[src/rtl/mswp_pkg.sv]
package mswp_pkg;

    localparam int BYTE_W     = 8;
    localparam int LANES      = 8;
    localparam int DATA_W     = LANES * BYTE_W;
    localparam int MTY_W      = $clog2(LANES);
    localparam int ADDR_BYTES = 6;
    localparam int SWAP_SPAN  = 2 * ADDR_BYTES;

    typedef struct packed {
        logic [DATA_W-1:0] data;
        logic              sop;
        logic              eop;
        logic [MTY_W-1:0]  mty;
    } beat_t;

    typedef enum logic [1:0] {
        HOLD_EMPTY,
        HOLD_FIRST,
        HOLD_PEND
    } hold_e;

    // Frame byte index that lands at output byte index i after the exchange.
    function automatic int swap_idx(int i);
        if (i < ADDR_BYTES)
            return i + ADDR_BYTES;
        else if (i < SWAP_SPAN)
            return i - ADDR_BYTES;
        else
            return i;
    endfunction

    // True when a second beat brings the frame to at least SWAP_SPAN bytes.
    function automatic logic reaches_swap(beat_t b);
        return !b.eop || ((LANES + 32'(b.mty) + 1) >= SWAP_SPAN);
    endfunction

endpackage

[src/rtl/mswp_lane_mux.sv]
module mswp_lane_mux
    import mswp_pkg::*;
(
    input  beat_t first,
    input  beat_t second,
    output beat_t lead,
    output beat_t follow
);

    logic [2*DATA_W-1:0] pair;
    logic [DATA_W-1:0]   lead_data;
    logic [DATA_W-1:0]   follow_data;

    assign pair = {second.data, first.data};

    for (genvar l = 0; l < LANES; l++) begin : g_lane
        localparam int SRC_LEAD   = swap_idx(l);
        localparam int SRC_FOLLOW = swap_idx(LANES + l);
        assign lead_data[l*BYTE_W +: BYTE_W]   = pair[SRC_LEAD*BYTE_W +: BYTE_W];
        assign follow_data[l*BYTE_W +: BYTE_W] = pair[SRC_FOLLOW*BYTE_W +: BYTE_W];
    end

    always_comb begin
        lead        = first;
        lead.data   = lead_data;
        follow      = second;
        follow.data = follow_data;
    end

endmodule

[src/rtl/mswp_out_stage.sv]
module mswp_out_stage
    import mswp_pkg::*;
(
    input  logic  clk,
    input  logic  rst,
    input  logic  load,
    input  beat_t load_beat,
    input  logic  take,
    output logic  vld,
    output beat_t beat,
    output logic  free
);

    logic in_frame;

    assign free = !vld || take;

    always_ff @(posedge clk) begin
        if (rst) begin
            vld  <= 1'b0;
            beat <= '0;
        end else if (load) begin
            vld  <= 1'b1;
            beat <= load_beat;
        end else if (take) begin
            vld  <= 1'b0;
        end
    end

    always_ff @(posedge clk) begin
        if (rst)
            in_frame <= 1'b0;
        else if (vld && take)
            in_frame <= !beat.eop;
    end

    // a stalled beat stays put
    assert_hold_stalled_R7: assert property (@(posedge clk) disable iff (rst)
        (vld && !take) |=> (vld && $stable(beat)));

    // the controller never loads over a beat that has not left
    assert_no_overwrite_R7: assert property (@(posedge clk) disable iff (rst)
        load |-> free);

    // the first beat out after a frame end carries the start marker
    assert_start_after_end_R6: assert property (@(posedge clk) disable iff (rst)
        (vld && take && !in_frame) |-> beat.sop);

endmodule

[src/rtl/mac_addr_swap.sv]
module mac_addr_swap
    import mswp_pkg::*;
(
    input  logic              clk,
    input  logic              rst,
    input  logic [DATA_W-1:0] s_data,
    input  logic              s_start_n,
    input  logic              s_end_n,
    input  logic [MTY_W-1:0]  s_mty,
    input  logic              s_vld_n,
    output logic              s_rdy_n,
    output logic [DATA_W-1:0] m_data,
    output logic              m_start_n,
    output logic              m_end_n,
    output logic [MTY_W-1:0]  m_mty,
    output logic              m_vld_n,
    input  logic              m_rdy_n
);

    beat_t in_beat;
    beat_t hold_q, hold_d;
    beat_t lead, follow;
    beat_t load_beat, out_beat;
    hold_e hstate, hstate_d;
    logic  out_vld, out_free, load, ready, s_fire;

    assign in_beat = '{data: s_data, sop: !s_start_n, eop: !s_end_n, mty: s_mty};
    assign ready   = (hstate != HOLD_PEND) && out_free;
    assign s_fire  = ready && !s_vld_n;
    assign s_rdy_n = !ready;

    mswp_lane_mux u_mux (
        .first  (hold_q),
        .second (in_beat),
        .lead   (lead),
        .follow (follow)
    );

    always_comb begin
        hstate_d  = hstate;
        hold_d    = hold_q;
        load      = 1'b0;
        load_beat = hold_q;
        unique case (hstate)
            HOLD_EMPTY: if (s_fire) begin
                if (in_beat.sop && !in_beat.eop) begin
                    hold_d   = in_beat;
                    hstate_d = HOLD_FIRST;
                end else begin
                    load      = 1'b1;
                    load_beat = in_beat;
                end
            end
            HOLD_FIRST: if (s_fire) begin
                load     = 1'b1;
                hstate_d = HOLD_PEND;
                if (reaches_swap(in_beat)) begin
                    load_beat = lead;
                    hold_d    = follow;
                end else begin
                    load_beat = hold_q;
                    hold_d    = in_beat;
                end
            end
            HOLD_PEND: if (out_free) begin
                load      = 1'b1;
                load_beat = hold_q;
                hstate_d  = HOLD_EMPTY;
            end
            default: hstate_d = HOLD_EMPTY;
        endcase
    end

    always_ff @(posedge clk) begin
        if (rst) begin
            hstate <= HOLD_EMPTY;
            hold_q <= '0;
        end else begin
            hstate <= hstate_d;
            hold_q <= hold_d;
        end
    end

    mswp_out_stage u_out (
        .clk       (clk),
        .rst       (rst),
        .load      (load),
        .load_beat (load_beat),
        .take      (!m_rdy_n),
        .vld       (out_vld),
        .beat      (out_beat),
        .free      (out_free)
    );

    assign m_data    = out_beat.data;
    assign m_start_n = !out_beat.sop;
    assign m_end_n   = !out_beat.eop;
    assign m_mty     = out_beat.mty;
    assign m_vld_n   = !out_vld;

    // a pending rebuilt beat always has its partner in front of it
    assert_pend_behind_out_R8: assert property (@(posedge clk) disable iff (rst)
        (hstate == HOLD_PEND) |-> out_vld);

    // with the downstream side ready, the pending beat leaves at once
    assert_pend_drains_R8: assert property (@(posedge clk) disable iff (rst)
        ((hstate == HOLD_PEND) && !m_rdy_n) |=> (hstate != HOLD_PEND));

endmodule

[config.mk]
export PLATFORM = sky130hd
export DESIGN_NAME = mac_addr_swap
export DESIGN_NICKNAME = d
export VERILOG_FILES = /design/src/rtl/mswp_pkg.sv /design/src/rtl/mswp_lane_mux.sv /design/src/rtl/mswp_out_stage.sv /design/src/rtl/mac_addr_swap.sv
export SDC_FILE = /design/constraint.sdc
export NUM_CORES = 1
export LEC_CHECK = 0
export CAP_MARGIN = 40
export CORE_ASPECT_RATIO = 1.4
export CORE_MARGIN = 1.5
export CORE_UTILIZATION = 30
export DETAILED_ROUTE_END_ITERATION = 10
export DONT_BUFFER_PORTS = 1
export GPL_ROUTABILITY_DRIVEN = 1
export SLEW_MARGIN = 10
export SYNTH_ARGS = -nofsm -noshare
export SYNTH_HDL_FRONTEND = slang
export SYNTH_HIERARCHICAL = 1
export SYNTH_SLANG_ARGS = --single-unit
[constraint.sdc]
create_clock -name clk -period 3.25 [get_ports clk]
set_input_delay 0.325 -clock clk [delete_from_list [all_inputs] [get_ports clk]]
set_output_delay 0.325 -clock clk [all_outputs]
set_load 0.02 [all_outputs]
==> metrics.txt, run 1 <==
status complete, no violations; drc violations 0; Cell Area, Synth 8138 um2; DRT iter0 DRCs ~570; initial antenna violation count 0; Die W ~140 um; detailed-route via count just over 6,000; vias in the first global route approximately 5,600; Area growth syn-to-layout -1.830%; Clk pwr share between 40 and 50%; fraction of layout cells with a size suffix above 1 6.250%; final hold viol count 0; Worst setup EP type flop; crit path launch type flop; Hold-fix buffers, CTS 1; RSZ-0062 raised after global routing false; Worst-Margin Slew approximately 0.8 ns; commonest non-fill, non-tap cell in the layout nor2_1; Synth Net Count about 1,000; Lkg Pwr just over 3 nW; Avg Cell Area, Syn about 8.4 um2; Syn. warnings 6; Max VDD drop between 300 and 400 uV; total negative slack 0 ns; Placeable Area between 20,000 and 30,000 um2; Bufs and invs on worst path 1; largest net degree at the start of global routing around 140; post-detail-place hpwl 16,440 um; critical path type reg2reg; First-pass DRT Iterations 4; Top Ports around 140; Critical Path RT 3.55 ns; H-tree depth 4; CTS Buf Count 17; Antenna Violating Nets Remaining 0; Int Power around 3.4 mW; Crit path arrival time between 2 and 3 ns; Seq/Total Area, Yosys between 30% and 40%; TritonCTS clock tree yes; Setup Skew between 0.01 and 0.015 ns; flop and latch count out of synthesis ~140; Routed WL around 24,000 um; Routed WL per cell ~21 um; first-pass GRT wire length 36,380 um; Clk Latency, worst-skew pair between 0.4 and 0.5 ns; CP delay by family, top compound AO/OA/AOI/OAI gates; # port buffers 0; period utilization a little under 80%; Initial Utilization between 30% and 40%; vias per cell between 5 and 6; most frequent cells in the layout nor2_1, dfxtp_1, nand2_1; Hold Crit Class in2reg; max frequency a little under 400 MHz; Combinational Power Share between 10% and 20%; Site Rows 71; Sw Ratio a little over a quarter; CTS clk-pin slew, worst paths roughly 0.06 ns; Final min period 2.549 ns; CP cell instances nand2b_1 > or3b_1 > a211o_2 > buf_12 > a221o_1 > mux2i_1 > nor2_1; Total Power roughly 4.7 mW; Worst path slowest cell or3b_1; post-layout util between 20% and 30%; number of max-cap violations 0; die height between 150 and 200 um; max-slew violations 0; die area between 20,000 and 30,000 um2; Syn Inst Count 973; GRT overflow 0; # Post-CTS Setup Buffers 0; Sequential Power Share between 40% and 50%; CTS Root Cell clkbuf_16; gpl congestion between 0.8 and 0.9; relative max-transition margin 45.51%; Clock Sinks 141; post-CTS sizing 0; Setup violations, final 0; Clock Tree Buf Depth 2; Switch Pwr around 1.3 mW; crit path max fanout 49; hold slack ~0.027 ns; Final nets roughly 860; Cell variety after synth 44; gr usage total about 17%; Pwr per Cell Area about 590 nW/um2; antenna cells 0; CP peak stage delay around 0.53 ns
[area by class of cell]
cell class                 count  area, um2
clock buffer                  21      470.5
timing repair buffer          12      210.2
inverter                      11      41.29
multi-input combinational    605       3825
sequential                   141       2823
fill                        2809      18750
tap                          365      456.7
clock inverter                10      162.7
[per-layer routing]
metal | vias to the layer above | GRT usage (%) | routed length (um)
met5 | - | 0 | 0
met4 | 0 | 10.65 | 1435
met3 | 41 | 5.538 | 1837
met2 | 211 | 27.86 | 11700
met1 | 2904 | 20.09 | 9496
li1 | 2907 | - | -
[Yosys cell counts, drive strengths merged]
library cell | count | area, um2
or3b | 1 | 8.760
or3 | 1 | 6.260
mux2i | 69 | 690.7
a41oi | 1 | 8.760
a211o | 2 | 17.52
nand4bb | 1 | 11.26
o21ai | 5 | 25.02
and2 | 65 | 406.6
buf | 165 | 1285
inv | 11 | 41.29
o211ai | 6 | 45.04
a21oi | 70 | 354.1
nor4 | 2 | 12.51
nand3 | 3 | 15.01
a311oi | 1 | 8.760
dfxtp | 141 | 2823
nor2b | 3 | 18.77
o221ai | 1 | 8.760
nand4 | 4 | 25.02
ha | 1 | 12.51
a221o | 65 | 650.6
nor3 | 7 | 40.04
nand2b | 5 | 31.28
o311a | 1 | 10.01
a21o | 1 | 7.510
o21a | 1 | 7.510
a21boi | 2 | 15.01
o211a | 1 | 10.01
clkbuf | 51 | 192.7
nor4b | 1 | 8.760
nor2 | 143 | 536.8
and2b | 1 | 7.510
a32oi | 1 | 8.760
a221oi | 1 | 8.760
nand2 | 72 | 270.3
a211oi | 67 | 508.0
[cells by family (layout without fill, tap and decap cells)]
kind of cell | after synthesis | in the layout | share of synthesized area, %
buffers and inverters | 227 | 54 | 18.67
adders and majority gates | 1 | 1 | 0.1537
AOI/OAI and AO/OA | 226 | 226 | 20.82
and+or+nand+nor | 309 | 309 | 17.19
DFF | 141 | 141 | 34.69
muxes | 69 | 69 | 8.487
[power by group through the flow]
stage,clock (mW),combinational [mW],sequential (mW)
3_5_place_dp,0,0.579,2.03
6_report,2.10,0.609,1.99
2_1_floorplan,0,0.644,1.98
4_1_cts,2.14,0.613,1.99
3_3_place_gp,0,0.568,2.03
5_1_grt,2.22,0.675,2.00
[sequential cells by signal, summed over array words and instances (netlist names)]
signal,flops
hold_q,69
hstate,2
u_out/vld,1
u_out/beat,69
[final timing paths]
kind / startpoint / end / slack [ns] / depth (start not counted)
setup / recovery: u_out/vld$_SDFFE_PP0P_ / u_out/beat[67]$_SDFFE_PP0P_ / 0.70 / 7
hold / removal: s_data[22] / hold_q[27]$_SDFFE_PP0P_ / 0.03 / 2
setup reg to reg: u_out/vld$_SDFFE_PP0P_ / u_out/beat[67]$_SDFFE_PP0P_ / 0.70 / 7
hold reg to reg: u_out/beat[4]$_SDFFE_PP0P_ / u_out/beat[4]$_SDFFE_PP0P_ / 0.49 / 2
[stage by stage]
| step | cell area [um2] | worst slack (ns) | instances |
|---|---|---|---|
| 2_1_floorplan | 8138 | 1.079 | 973 |
| 3_3_place_gp | 7328 | 0.6805 | 1133 |
| 3_5_place_dp | 7328 | 0.6598 | 1133 |
| 4_1_cts | 7989 | 0.7059 | 1165 |
| 5_1_grt | 7989 | 0.5382 | 1165 |
| 6_report | 7989 | 0.7010 | 1165 |
No activity file was read; power rests on OpenSTA's default activity.
==> run 2, diff against run 1 <==
Clock period 3.25 ns to 2.15 ns, I/O delays scaled along.
==> run 2 against run 1 <==
Against the previous run: the flow now finishes with violations (hold timing); sequential cell count unchanged; critical path depth unchanged; routed wire length rose by 1.3%; die area did not move; clock-buffer cell count rose by 1; via count rose by 0.54%; sequential power increased by 51%; first-iteration DRC count shrank 13%; maximum frequency rose by 24%; worst setup slack lost 0.60 ns; register-to-register slack got worse by 0.60 ns; critical endpoint is now u_out/beat[14]$_SDFFE_PP0P_; largest cell class unchanged.
==> metrics.txt, run 2 (synthesis results as in run 1) <==
crit path max fanout 21 (was 49); Placeable Area 26,740 um2 (unchanged); Crit path arrival time 2.36 ns (was 2.85 ns); worst slack at placement 0.04930 ns (was 0.6598 ns); CTS Buf Count 17 (unchanged); Int Power 5.062 mW (was 3.442 mW); Critical Path RT 2.46 ns (was 3.55 ns); Worst setup EP type flop (unchanged); Inst Count DP 1,150 (was 1,133); CTS clk-pin slew, worst paths 0.06 ns (about the same); Final nets 881 (was 862); Setup Skew 0.01004 ns (was 0.01062 ns); GRT overflow 0 (unchanged); Top Ports 144 (unchanged); Total Power 6.939 mW (was 4.703 mW); vias in the first global route 5,877 (was 5,610); period utilization 95.45% (was 78.43%); Initial Utilization 30.43% (unchanged); gr usage total 17.79% (was 17.38%); CTS Root Cell clkbuf_16 (unchanged); die height 197.9 um (unchanged); Sw Ratio 27.06% (was 26.81%); Clk pwr share 43.4% (was 44.7%); # Post-CTS Setup Buffers 0 (unchanged); status finished with violations (was complete, no violations); first-pass GRT wire length 37,390 um (was 36,380 um); largest net degree at the start of global routing 142 (unchanged); Routed WL 24,780 um (was 24,470 um); Antenna Violating Nets Remaining 0 (unchanged); critical path type reg2reg (unchanged); H-tree depth 4 (unchanged); Clock Tree Buf Depth 2 (unchanged); commonest non-fill, non-tap cell in the layout nor2_1 (unchanged); Switch Pwr 1.877 mW (was 1.261 mW); Pwr per Cell Area 849.1 nW/um2 (was 588.7 nW/um2); die area 28,140 um2 (unchanged); crit path launch type flop (unchanged); Sequential Power Share 43.4% (was 42.3%); post-layout util 30.56% (was 29.88%); total negative slack 0 ns (unchanged); fin cells 1,184 (was 1,165); post-detail-place hpwl 17,230 um (was 16,440 um); Worst-Margin Slew 0.5306 ns (was 0.8174 ns); final worst slack 0.09772 ns (was 0.7010 ns); Lkg Pwr 3.205 nW (was 3.105 nW); Setup violations, final 0 (unchanged); Max VDD drop 619.4 uV (was 352.8 uV); Area growth syn-to-layout 0.4305% (was -1.830%); max-slew violations 0 (unchanged); max frequency 487.3 MHz (was 392.3 MHz); vias per cell 5.149 (was 5.204); Combinational Power Share 13.2% (was 13.0%); Hold Crit Class in2reg (unchanged); Routed WL per cell 20.93 um (was 21.00 um); top flop regs hold_q: 69 flops, u_out/beat: 69 flops, hstate: 2 flops (unchanged); design area 8173 um2 (was 7989 um2); detailed-route via count 6,096 (was 6,063); number of max-cap violations 0 (unchanged); Site Rows 71 (unchanged); # fillers 2,819 (was 2,809); RSZ-0062 raised after global routing false (unchanged); # port buffers 0 (unchanged); First-pass DRT Iterations 5 (was 4); drc violations 0 (unchanged); failing checks hold timing; Final min period 2.052 ns (was 2.549 ns); TritonCTS clock tree yes (unchanged); DRT iter0 DRCs 494 (was 569); relative max-transition margin 64.43% (was 45.51%); final hold viol count 121 (was 0); DP Area 7531 um2 (was 7328 um2); antenna cells 0 (unchanged); hold slack -0.1279 ns (was 0.02701 ns); initial antenna violation count 1 (was 0); gpl congestion 0.8811 (was 0.8092); Die W 142.2 um (unchanged); fraction of layout cells with a size suffix above 1 8.425% (was 6.250%); Clock Sinks 141 (unchanged); Clk Latency, worst-skew pair 0.42 ns (was 0.43 ns); most frequent cells in the layout nor2_1, dfxtp_1, nand2_1 (unchanged); Hold-fix buffers, CTS 3 (was 1)
==> run 2: changes by cell type in the layout (fill, tap and decap cells not counted), sizes merged <==
| cell | before | now |
|---|---|---|
| clkinvlp | 2 | 3 |
| buf | 12 | 28 |
| bufinv | 4 | 2 |
| dlygate4sd3 | 0 | 3 |
| clkbuf | 21 | 22 |
==> run 2: power by group through the flow <==
stage | Clock, mW | Combinational (mW) | Sequential (mW)
finish | 3.01 | 0.915 | 3.01
CTS | 3.07 | 0.918 | 3.02
floorplan | 0 | 0.973 | 3.00
global route | 3.17 | 1.02 | 3.03
global placement | 0 | 0.895 | 3.07
detailed placement | 0 | 0.909 | 3.07
==> run 2: what timing repair did <==
item                                   CTS  global route
endpoints found under the hold margin  141           138
setup endpoints to repair                0             2
gates resized for setup                  0             3
==> run 2: layout make-up <==
class,instances,area [um2],area share (%)
flip-flops and latches,141,2824,34.55
repair buffers,31,419.2,5.129
well taps,365,456.7,5.588
clock inverters,9,110.1,1.347
clock buffers,22,494.2,6.047
multi-input cells,605,3827,46.83
inverters,11,41.29,0.5052
==> run 2: metal layers <==
layer | wire length, um | vias to the layer above | GRT usage, %
met5 | 18 | - | 0
met4 | 1610 | 2 | 11.38
met3 | 2546 | 44 | 7.037
met2 | 11710 | 227 | 28.60
met1 | 8897 | 2883 | 19.47
li1 | - | 2940 | -
==> run 2: critical path, stage by stage (launching register included) <==
cell      delay, ns
dfxtp_1        0.31
nand2b_1       0.07
or3b_1         0.40
a211o_2        0.34
buf_6          0.19
a221o_1        0.40
mux2i_1        0.16
nor2_1         0.05
==> run 2: path summary, 6_finish.rpt <==
check                                           startpoint  slack, ns  cells after the start                     endpoint
worst min-delay path                                   rst      -0.13                      1      hold_q[44]$_SDFFE_PP0P_
worst max-delay path                u_out/vld$_SDFFE_PP0P_        0.1                      7  u_out/beat[14]$_SDFFE_PP0P_
worst max register to register      u_out/vld$_SDFFE_PP0P_        0.1                      7  u_out/beat[14]$_SDFFE_PP0P_
worst min register to register  u_out/beat[3]$_SDFFE_PP0P_       0.50                      2   u_out/beat[3]$_SDFFE_PP0P_
==> run 3, diff against run 2 <==
Settings changed: CELL_PAD_IN_SITES_DETAIL_PLACEMENT set to 0, CELL_PAD_IN_SITES_GLOBAL_PLACEMENT set to 1, PLACE_DENSITY_LB_ADDON set to 0.1.
==> run 3 against run 2 <==
Against the previous run: the flow still finishes with violations (hold timing); design area grew 2.9%; register-to-register slack got worse by 0.05 ns; total power up 1.6%; critical path depth rose by 3; critical endpoint is now u_out/beat[10]$_SDFFE_PP0P_; largest power group unchanged.
==> metrics.txt, run 3 (synthesis results as in run 1) <==
status finished with violations (unchanged); failing checks hold timing (unchanged); detailed-route via count 6,211 (was 6,096); CTS Root Cell clkbuf_16 (unchanged); hold slack -0.1386 ns (was -0.1279 ns); worst slack at placement -0.01639 ns (was 0.04930 ns); fraction of layout cells with a size suffix above 1 9.976% (was 8.425%); Clk Latency, worst-skew pair 0.42 ns (about the same); H-tree depth 4 (unchanged); Die W 142.2 um (unchanged); DRT iter0 DRCs 442 (was 494); Final min period 2.100 ns (was 2.052 ns); Hold Crit Start rst (unchanged); Hold Path Depth 1 (unchanged); period utilization 97.68% (was 95.45%); Stages on worst setup path 10 (was 7); Hold Crit Class in2reg (unchanged); crit path max fanout 7 (was 21); reg2reg start u_out/vld$_SDFFE_PP0P_ (unchanged); Setup violations, final 0 (unchanged); Total Power 7.052 mW (was 6.939 mW); critical path type reg2reg (unchanged); CTS Buf Count 17 (unchanged); Bufs and invs on worst path 3 (was 1); initial antenna violation count 0 (was 1); Worst setup EP type flop (unchanged); cells on worst reg2reg path 10 (was 7); die height 197.9 um (unchanged); most frequent cells in the layout nor2_1, dfxtp_1, nand2_1 (unchanged); post-layout util 31.44% (was 30.56%); vias in the first global route 5,991 (was 5,877); Final nets 893 (was 881); max frequency 476.2 MHz (was 487.3 MHz); vias per cell 5.189 (was 5.149); CP peak stage delay 0.41 ns (was 0.40 ns); Worst path most repeated cell buf_6; Initial Utilization 30.43% (unchanged); gpl congestion 0.7851 (was 0.8811); # port buffers 0 (unchanged); gr usage total 19.23% (was 17.79%); Crit path arrival time 2.46 ns (was 2.36 ns); Area growth syn-to-layout 3.306% (was 0.4305%); r2r endpoint u_out/beat[10]$_SDFFE_PP0P_ (was u_out/beat[14]$_SDFFE_PP0P_); Worst path slowest cell or3b_4 (was or3b_1); Hold-fix buffers, CTS 3 (unchanged); largest net degree at the start of global routing 142 (unchanged); WHS Endpoint u_out/beat[44]$_SDFFE_PP0P_ (was hold_q[44]$_SDFFE_PP0P_); Placeable Area 26,740 um2 (unchanged); Routed WL 27,970 um (was 24,780 um); First-pass DRT Iterations 5 (unchanged); Max VDD drop 474.6 uV (was 619.4 uV); TritonCTS clock tree yes (unchanged); total negative slack 0 ns (unchanged); die area 28,140 um2 (unchanged); Site Rows 71 (unchanged); Clock Sinks 141 (unchanged); crit path launch type flop (unchanged); Lkg Pwr 3.320 nW (was 3.205 nW); r2r setup slk 0.05 ns (was 0.1 ns); antenna cells 0 (unchanged); Critical Path RT 2.51 ns (was 2.46 ns); Crit. Startpoint u_out/vld$_SDFFE_PP0P_ (unchanged); Setup Skew 0.007677 ns (was 0.01004 ns); Antenna Violating Nets Remaining 0 (unchanged); CP delay by family, top simple AND/OR/NAND/NOR gates (was compound AO/OA/AOI/OAI gates); first-pass GRT wire length 39,880 um (was 37,390 um); commonest non-fill, non-tap cell in the layout nor2_1 (unchanged); final hold viol count 138 (was 121); CTS clk-pin slew, worst paths 0.06 ns (about the same); number of max-cap violations 0 (unchanged); relative max-transition margin 67.74% (was 64.43%); Top Ports 144 (unchanged); Routed WL per cell 23.37 um (was 20.93 um); top flop regs hold_q: 69 flops, u_out/beat: 69 flops, hstate: 2 flops (unchanged); post-detail-place hpwl 18,160 um (was 17,230 um); GRT overflow 0 (unchanged); Pwr per Cell Area 838.8 nW/um2 (was 849.1 nW/um2); drc violations 0 (unchanged); CP cell instances nand2b_1 > or3b_4 > buf_6 > nor3_4 > buf_6 > buf_12 > and2_4 > a221o_1 > mux2i_1 > nor2_1 (was nand2b_1 > or3b_1 > a211o_2 > buf_6 > a221o_1 > mux2i_1 > nor2_1); final worst slack 0.04991 ns (was 0.09772 ns); RSZ-0062 raised after global routing true (was false); Worst-Margin Slew 0.4830 ns (was 0.5306 ns); Clock Tree Buf Depth 2 (unchanged); max-slew violations 0 (unchanged)
-- run 3: cell types whose count changed in the layout (fill, tap and decap cells not counted), sizes merged --
cell / before / now
clkbuf: 22 / 31
buf: 28 / 34
clkinvlp: 3 / 0
clkinv: 4 / 5
-- run 3: what timing repair did --
action | in CTS | in global routing
setup endpoints to repair | 0 | 36
gates resized for setup | 0 | 13
hold endpoints to repair | 141 | 138
setup buffers | 0 | 4
-- run 3: where the power goes --
part / total, mW / switching (mW) / leakage [nW] / internal [mW]
clock network: 2.99 / 1.17 / 0.291 / 1.82
logic: 1.06 / 0.556 / 1.88 / 0.500
registers: 3.00 / 0.231 / 1.15 / 2.77
total: 7.05 / 1.95 / 3.32 / 5.10
-- run 3: routing by layer --
metal  global-route usage (%)  part of all wire (%)  up-vias
met2                    32.56                    50      194
met4                    8.018                   3.3        0
met1                    22.75                    41     3020
met5                        0                     0        -
met3                    5.345                   6.0       27
li1                         -                     -     2970
-- run 3: worst max-delay path by stage --
stage	end	slack (ns)
floorplan	u_out/beat[10]$_SDFFE_PP0P_	0.08
global placement	u_out/beat[49]$_SDFFE_PP0P_	0.02
detailed placement	hold_q[0]$_SDFFE_PP0P_	-0.02
CTS	u_out/vld$_SDFFE_PP0P_	0.02
global route	u_out/beat[10]$_SDFFE_PP0P_	-0.03
finish	u_out/beat[10]$_SDFFE_PP0P_	0.05
-- run 3: per-stage QoR --
step	instance area [um2]	cells
after CTS	8177	1187
after global routing	8407	1197
after global placement	7566	1152
after detailed placement	7566	1152
after floorplan	8138	973
final	8407	1197
-- run 3: area by class of cell --
cell class	instances	area (um2)
multi-input combinational	605	3861
timing repair buffer	43	641.9
inverter	11	41.29
clock buffer	25	495.5
sequential	141	2825
clock inverter	7	85.08
tap	365	456.7
fill	2798	18330
